--- config.mk ---
export PLATFORM = sky130hd
export DESIGN_NAME = upcmp_timer
export DESIGN_NICKNAME = d
export VERILOG_FILES = /design/src/rtl/upcmp_timer.sv
export SDC_FILE = /design/constraint.sdc
export NUM_CORES = 1
export LEC_CHECK = 0
export ABC_AREA = 1
export BUFFER_PORTS_ARGS = -buffer_cell sky130_fd_sc_hd__buf_2
export CAP_MARGIN = 20
export CELL_PAD_IN_SITES_DETAIL_PLACEMENT = 1
export CELL_PAD_IN_SITES_GLOBAL_PLACEMENT = 1
export CORE_MARGIN = 2
export CORE_UTILIZATION = 47
export CTS_CLUSTER_SIZE = 10
export DETAILED_ROUTE_END_ITERATION = 7
export PLACE_DENSITY = 0.82
export SLEW_MARGIN = 20
export SYNTH_ARGS = -nofsm -noshare
export SYNTH_HDL_FRONTEND = slang
export SYNTH_SLANG_ARGS = --single-unit
--- constraint.sdc ---
create_clock -name clk -period 5.15 [get_ports clk]
set_clock_uncertainty 0.2 [all_clocks]
set_input_delay 0.2575 -clock clk [delete_from_list [all_inputs] [get_ports clk]]
set_output_delay 0.2575 -clock clk [all_outputs]
set_load 0.03 [all_outputs]
--- src/rtl/upcmp_timer.sv ---
module upcmp_timer #(
  parameter int CW   = 16,
  parameter int NCMP = 2,
  parameter int AW   = $clog2(NCMP + 3)
) (
  input  logic            clk,
  input  logic            rst_n,
  input  logic            wr_en,
  input  logic [AW-1:0]   wr_addr,
  input  logic [CW-1:0]   wr_data,
  input  logic            p_ack,
  output logic [CW-1:0]   cnt,
  output logic            p_flag,
  output logic            p_irq,
  output logic [NCMP:0]   raw_flags,
  output logic [NCMP:0]   raw_irq,
  output logic [NCMP-1:0] pwm
);

  localparam int FW = NCMP + 1;
  localparam logic [AW-1:0] A_CTRL = '0;
  localparam logic [AW-1:0] A_PER  = AW'(1);
  localparam logic [AW-1:0] A_FCLR = AW'(NCMP + 2);

  logic          run_q, iep_q;
  logic [FW-1:0] ie_q;
  logic [CW-1:0] per_q;
  logic [CW-1:0] cmp_q [NCMP];
  logic [CW-1:0] cnt_q, nxt;
  logic          pf_q;
  logic [FW-1:0] fl_q;
  logic [NCMP-1:0] pwm_q, hit_c;

  wire clr_now  = wr_en && wr_addr == A_CTRL && wr_data[1];
  wire active   = run_q && per_q != '0 && !clr_now;
  wire wrap_now = cnt_q >= per_q;
  wire hit_p    = active && nxt == per_q;
  wire [FW-1:0] fset = {active && wrap_now, hit_c};
  wire [FW-1:0] fclr = (wr_en && wr_addr == A_FCLR) ? wr_data[FW-1:0] : '0;

  assign nxt = wrap_now ? '0 : cnt_q + CW'(1);

  always_comb
    for (int i = 0; i < NCMP; i++) hit_c[i] = active && nxt == cmp_q[i];

  always_ff @(posedge clk or negedge rst_n)
    if (!rst_n) begin
      run_q <= 1'b0;
      iep_q <= 1'b0;
      ie_q  <= '0;
      per_q <= '0;
      for (int i = 0; i < NCMP; i++) cmp_q[i] <= '0;
    end else if (wr_en) begin
      if (wr_addr == A_CTRL) begin
        run_q <= wr_data[0];
        iep_q <= wr_data[2];
        ie_q  <= wr_data[3 +: FW];
      end
      if (wr_addr == A_PER) per_q <= wr_data;
      for (int i = 0; i < NCMP; i++)
        if (wr_addr == AW'(i + 2)) cmp_q[i] <= wr_data;
    end

  always_ff @(posedge clk or negedge rst_n)
    if (!rst_n) begin
      cnt_q <= '0;
      pf_q  <= 1'b0;
      fl_q  <= '0;
      pwm_q <= '0;
    end else begin
      if (clr_now)    cnt_q <= '0;
      else if (run_q) cnt_q <= nxt;
      pf_q <= (pf_q & ~p_ack) | hit_p;
      fl_q <= (fl_q & ~fclr) | fset;
      for (int i = 0; i < NCMP; i++)
        if (hit_p)         pwm_q[i] <= 1'b1;
        else if (hit_c[i]) pwm_q[i] <= 1'b0;
    end

  assign cnt       = cnt_q;
  assign p_flag    = pf_q;
  assign p_irq     = pf_q & iep_q;
  assign raw_flags = fl_q;
  assign raw_irq   = fl_q & ie_q;
  assign pwm       = pwm_q;

  AST_COUNT_STEP: assert property (@(posedge clk) disable iff (!rst_n)
    (run_q && !clr_now && cnt_q < per_q) |=> cnt_q == $past(cnt_q) + CW'(1));
  AST_WRAP_FOLLOWS: assert property (@(posedge clk) disable iff (!rst_n)
    (active && cnt_q == per_q) |=> (cnt == '0 && raw_flags[NCMP]));
  AST_STOP_HOLDS: assert property (@(posedge clk) disable iff (!rst_n)
    (!run_q && !clr_now) |=> $stable(cnt));
  AST_STOP_NOFLAG: assert property (@(posedge clk) disable iff (!rst_n)
    !run_q |=> ((raw_flags & ~$past(raw_flags)) == '0 && !(p_flag && !$past(p_flag))));
  AST_ZERO_PERIOD: assert property (@(posedge clk) disable iff (!rst_n)
    (per_q == '0 && run_q && !clr_now) |=> (cnt == '0 && !(raw_flags[NCMP] && !$past(raw_flags[NCMP]))));
  AST_CLEAR_WINS: assert property (@(posedge clk) disable iff (!rst_n)
    clr_now |=> cnt == '0);
  AST_PWM_SET: assert property (@(posedge clk) disable iff (!rst_n)
    hit_p |=> &pwm);

endmodule

# Word-level counts from Yosys, hierarchy flattened
# Cells that the tools add are included.
[op_classes]
mux = 8
eq_ne = 7
bitwise = 8
add_sub_neg = 1
n_shift = 0
reduce_logical = 19
n_div = 0
multipliers = 0
order_cmp = 1
[ops]
columns = ["op", "n"]
rows = [
  ["$eq A16 B16 Y1", 3],
  ["$mux W16", 3],
  ["$add A16 B1 Y16 const B", 1],
  ["$ge A16 B16 Y1", 1],
  ["$reduce_bool A16 Y1", 1],
  ["$logic_and A1 B1 Y1", 9],
  ["$reduce_and A2 Y1", 4],
  ["$and A3 B3 Y3", 2],
  ["$eq A3 B2 Y1 const B", 2],
  ["$reduce_bool A2 Y1", 3],
  ["$mux W1", 4],
  ["$eq A3 B1 Y1 const B", 1],
  ["$eq A3 B3 Y1 const B", 1],
  ["$logic_not A3 Y1", 1],
  ["$mux W3", 1],
  ["$not A3 Y3", 1],
  ["$or A3 B3 Y3", 1],
  ["$and A1 B1 Y1", 2],
  ["$logic_not A1 Y1", 1],
  ["$not A1 Y1", 1],
  ["$or A1 B1 Y1", 1],
]
[word_totals]
regBits = 75
word_cells = 55
latchBits = 0
n_memories = 0
out_inout_bits = 26
ram_bits = 0
romBits = 0

# Longest topological paths before layout
[logic_depth]
ltp_word = 8
ltp_mapped = 20

# Worst setup path before layout
# Ideal clock, no wire load.
[synth_path]
path_kind = "register to register"
start = "register cnt_q[13] (netlist: cnt[13])"
end = "register pwm_q[1] (netlist: pwm[1])"
t_arrival_ps = 2125
path_slack_ps = 2708
stages_incl_launch_ff = 15
required_time_ps = 4832
path_cell_list = "dfrtp_1 ha_1 a21oi_1 o21ai_2 nor2_8 buf_8 nand3_2 nand2_1 nand2_1 nor2_1 nand2_1 nor2_1 nand3_2 nand2_1 nand2_1"
[synth_via]
elab_chain_len = 5
elab_cells_between_ends = 9
cone_classes = "add/sub: 1; order compare: 1; eq/ne: 2; mux: 2; reduce/logical: 3"
[synth_lines]
columns = ["item", "line", "rtl"]
rows = [
  ["from (decl)", "29", "logic [CW-1:0] cnt_q, nxt;"],
  ["from (signal assigned)", "72", "else if (run_q) cnt_q <= nxt;"],
  ["$add A16 B1 Y16 or $ge A16 B16 Y1 (tied branches)", "41, 36", ""],
  ["$mux W16 (*)", "41", "assign nxt = wrap_now ? '0 : cnt_q + CW'(1);"],
  ["$eq A16 B16 Y1 (on tied branches)", "37, 44", ""],
  ["$logic_and A1 B1 Y1 (on tied branches)", "37, 44", ""],
  ["$mux W1 or $reduce_bool A2 Y1 (tied branches)", "n/a", ""],
  ["to (signal assigned)", "69", "pwm_q <= '0;"],
  ["to (signal, indexed assignment)", "76", "if (hit_p) pwm_q[i] <= 1'b1;"],
  ["to (signal, indexed assignment)", "77", "else if (hit_c[i]) pwm_q[i] <= 1'b0;"],
  ["to (decl)", "32", "logic [NCMP-1:0] pwm_q, hit_c;"],
]
# Every way passes the cells marked *; elsewhere a longest branch is shown, timed or not.
# A chain may end at the register's enable or synchronous reset.

# Worst setup path in the final report
[layout_path]
start = "register per_q[15]"
end = "register pwm_q[0] (netlist: pwm[0])"
[layout_via]
elab_chain_len = 5
elab_cells_between_ends = 11
cone_classes = "order compare: 1; eq/ne: 2; mux: 2; reduce/logical: 6"
[layout_lines]
columns = ["item", "line", "rtl"]
rows = [
  ["from (decl)", "27", "logic [CW-1:0] per_q;"],
  ["from (signal assigned)", "59", "if (wr_addr == A_PER) per_q <= wr_data;"],
  ["$ge A16 B16 Y1 or $reduce_bool A16 Y1 (tied branches)", "36, 35", ""],
  ["$mux W16 or $logic_and A1 B1 Y1 (tied branches)", "41, 35", ""],
  ["$eq A16 B16 Y1 (tied with other cells)", "37", "wire hit_p = active && nxt == per_q;"],
  ["$logic_and A1 B1 Y1 (on tied branches)", "37, 44", ""],
  ["$mux W1 or $reduce_bool A2 Y1 (tied branches)", "n/a", ""],
]
# Parallel ways exist; a longest one is shown, timed or not.

==> flow_results.org <==
** Run status
- The flow ran to the end, and the final reports show no timing, DRC or antenna violations.

** Power and ir drop
- The internal portion of the total power is 1.146 mW.
- For this design the total switching power over the nets is 789.6 uW.
- Of the total power, registers draw 41.5%.
- Fraction of power consumed by the clock network :: 24.6%
- Worst-case vdd ir drop :: 171.6 uV
- Static power due to leakage :: 2.816 nW
- Net switching is 40.78% of the power.
- Pwr per Cell Area :: 369.4 nW/um2
- In this run, the combinational gates consume 33.8% of the power.

** Finish
- Once layout is complete, the cells apart from fillers number 813.
- Most frequent standard cell in the layout excluding fill and tap cells :: nand2_1
- The finished cells cover 5241 um2.
- The area growth from synthesis to layout is 13.22%.
- Net count of the finished layout :: 715
- Diodes inserted :: 0
- Fill cells in the final layout number 1259.
- Highest-count cells in the layout ignoring fill and taps :: nand2_1 (187), inv_1 (88), dfrtp_1 (75)
- The post-route netlist has 14.71% of its cells at a drive strength greater than 1.

** Placement
- Routability-driven placement finished with a final weighted congestion of 0.8882.
- Port buffering added 48 buffers.
- Summing all placed instances gives a cell area of 4947 um2.
- Detailed placement finished with a half-perimeter wire length of 11060 um.
- Counting tap cells, the placed design contains a total of 789 instances.
- Dpl ws :: 1.889 ns

** CTS
- Maximum level of the CTS H-tree :: 3
- Insertion delay of the later-clocked pin in the worst-skew pair :: 0.37 ns
- After clock tree synthesis, the repair step resized 0 gates.
- Clock-pin transition on the worst setup and hold timing paths :: 0.09 ns
- CTS buffer count :: 9
- Root buf cell :: clkbuf_8
- CTS saw 75 sinks.
- Bufs on Longest Clock Path :: 2
- TritonCTS clock tree :: built

** Synth
- Synthesized net count :: 665
- The Yosys step of the flow raised 0 warnings.
- Number of synthesized register bits :: 75
- In the synthesized netlist, the number of instances is 625.
- Netlist Area Pre-Place :: 4629 um2
- Sequential fraction of the synthesis area :: 40.54%
- Averaged over all synthesized cells, the footprint is 7.407 um2.
- Number of distinct library cell variants in the gate-level netlist after synthesis :: 30

** STA
- Timing would allow up to 0.2997 GHz.
- Post-route fraction of the period consumed by the critical path :: 64.79%
- Setup repair after global routing missed its margin :: false
- # setup viols final :: 0
- The max-slew violation total from the final report was 0.
- After layout, the minimum clock period comes to 3.337 ns.
- Worst Tran Pin Value :: 0.9579 ns
- Total negative setup slack :: 0 ns
- Least setup slack across all paths after layout :: 1.813 ns
- The worst pin sits at a relative slew slack of 36.14%.
- The final hold violation count came to 0.

** Setup path
- Data arrives at the worst endpoint at 3.40 ns.
- In this run the worst path has a maximum fanout of 37.
- The largest individual stage delay along the critical path comes from the cell nor2_8.
- Largest incremental delay on the critical path :: 0.49 ns
- For the worst setup path, the data required time is 5.21 ns.
- Crit. End Element :: flip-flop
- The critical path in this run is classified as flip-flop to flip-flop.
- The worst setup path is launched from a flip-flop.
- Traced cell by cell, the critical path runs through inv_1, ha_1, a21oi_1, o21ai_2, nor2_8, nand3_1, nand2_1, nand2_1, nor2_1, nand2_1, nor2_1, nand3_1, nand2_1, nand2_1.
- Cell with the most instances on the worst path :: nand2_1

** Drt
- After detailed routing, the total wire length is 14630 um.
- Count of nets left with antenna violations after detail routing :: 0
- Number of search-and-repair iterations in the first detailed-routing pass :: 5
- Mean number of vias per cell :: 5.396
- In this run, the number of DRC markers left after iteration 0 of detailed routing was 185.
- In the routed design, unresolved DRC markers number 0.
- The detailed router placed 4387 vias in this run.
- Avg WL per Cell :: 17.99 um

** GRT
- Global routing consumed, on the met3 layer, 4.435% of the routing resources.
- Vias in the first global route :: 4459
- Antenna violations before repair :: 0
- In the global route stage, met1 resource usage came out at 39.60%.
- Leftover overflow at the end of global routing :: 0
- Wire length of the first global-routing pass :: 23030 um
- Global routing used 46.30% of the available met2 tracks.
- For this run, the total global-route usage over all layers was measured as 28.89%.
- Most Crowded Layer GR :: met2
- Entering global routing, the biggest net connects 76 pins.

** Die
- The floorplan step set the die width to 103.2 um.
- Total die area :: 10660 um2
- Cell Rows :: 36
- Area of the core :: 9684 um2
- 49 I/O pins were placed.
- Initial core utilization :: 47.80%
- Vertical die dimension :: 103.2 um

** Job
- Across the run, the number of max-cap violations was 0.

** Worst hold path
- Hold Crit Class :: primary input to flip-flop
-- what timing repair did --
item / 4_1_cts / 5_1_grt
setup buffers: 0 / 0
hold buffers: 8 / 0
endpoints found under the hold margin: 91 / 0
-- final timing paths --
kind	depth (start not counted)	slack, ns	to	startpoint
max	14	1.81	pwm[0]	per_q[15]
max reg2reg	14	1.81	pwm[0]	per_q[15]
min in group asynchronous	2	0.38	cnt[5]	rst_n
min	3	0.006	ie_q[0]	wr_data[3]
max in group asynchronous	2	3.75	cmp_q[25]	rst_n
min reg2reg	2	0.30	ie_q[2]	ie_q[2]
-- worst max-delay path: cells and delay by family (launching register included) --
family | cells | cell delay, ns
fa+ha+maj | 1 | 0.33
simple gates | 10 | 1.77
buf+inv | 1 | 0.11
flops | 1 | 0.48
compound gates | 2 | 0.34
-- state kept, by name, indices dropped and copies added (netlist names) --
signal     cells
pwm            2
iep_q          1
run_q          1
cmp_q         32
cnt           16
p_flag         1
raw_flags      3
ie_q           3
per_q         16
-- cells by family (layout without fill, tap and decap cells) --
family | count (synthesis) | count (layout) | synth area share, %
AND/OR/NAND/NOR | 312 | 312 | 31.11
flip-flops | 75 | 75 | 40.54
buffers and inverters | 109 | 164 | 9.432
adder cells (fa/ha/maj) | 17 | 17 | 4.595
AO/OA/AOI/OAI | 92 | 92 | 10.54
XOR/XNOR | 20 | 20 | 3.784
-- power groups by stage --
stage	clock [mW]	sequential, mW	combinational, mW
after floorplan	0	0.817	0.409
after global placement	0	0.807	0.609
after detailed placement	0	0.811	0.638
after CTS	0.484	0.801	0.652
after global routing	0.505	0.816	0.733
final	0.477	0.804	0.655
-- area by class of cell --
cell class / count / area [um2] / area share (%)
Inverter: 92 / 345.3 / 6.589
Sequential cell: 75 / 1877 / 35.81
Tap cell: 133 / 166.4 / 3.175
Timing Repair Buffer: 56 / 322.8 / 6.159
Clock inverter: 6 / 63.81 / 1.217
Multi-Input combinational cell: 441 / 2328 / 44.43
Clock buffer: 10 / 137.6 / 2.626
-- metrics by stage --
step | hold slack (ns) | util [%] | total power, mW
floorplan | -0.2381 | - | 1.226
global placement | 0.2588 | 51.09 | 1.416
detailed placement | 0.2671 | 51.09 | 1.449
CTS | 0.0009422 | 53.99 | 1.937
global route | 0.02451 | 54.12 | 2.054
finish | 0.006100 | 54.12 | 1.936
-- synth_stat cells --
| library cell | number | share of area (%) |
|---|---|---|
| a31oi_1 | 1 | 0.14 |
| nor3_1 | 2 | 0.22 |
| nor2_8 | 1 | 0.43 |
| clkbuf_1 | 11 | 0.89 |
| nor4_1 | 1 | 0.14 |
| inv_2 | 4 | 0.32 |
| nand2_4 | 1 | 0.24 |
| o22ai_1 | 11 | 1.5 |
| inv_1 | 88 | 7.1 |
| o21ai_2 | 1 | 0.19 |
| nand3_4 | 1 | 0.38 |
| xnor2_1 | 1 | 0.19 |
| a21oi_2 | 1 | 0.19 |
| o21ai_0 | 67 | 7.2 |
| o21ai_1 | 4 | 0.43 |
| nor2_1 | 42 | 3.4 |
| ha_1 | 17 | 4.6 |
| o211ai_1 | 2 | 0.32 |
| nand2_1 | 188 | 15 |
| nand4_1 | 28 | 3.8 |
| xor2_1 | 19 | 3.6 |
| nand3_1 | 24 | 2.6 |
| a21oi_1 | 5 | 0.54 |
| dfrtp_1 | 75 | 41 |
| nand2_2 | 1 | 0.14 |
| buf_2 | 4 | 0.43 |
| nand3b_4 | 1 | 0.43 |
| nor2_2 | 8 | 1.1 |
| buf_8 | 2 | 0.65 |
| nand3_2 | 14 | 3.0 |
-- routing by layer --
metal	vias up	routed length (um)
li1	2108	-
met1	2135	6980
met2	114	6746
met3	30	529
met4	0	372
met5	-	0
(Power assumes the default switching activity.)
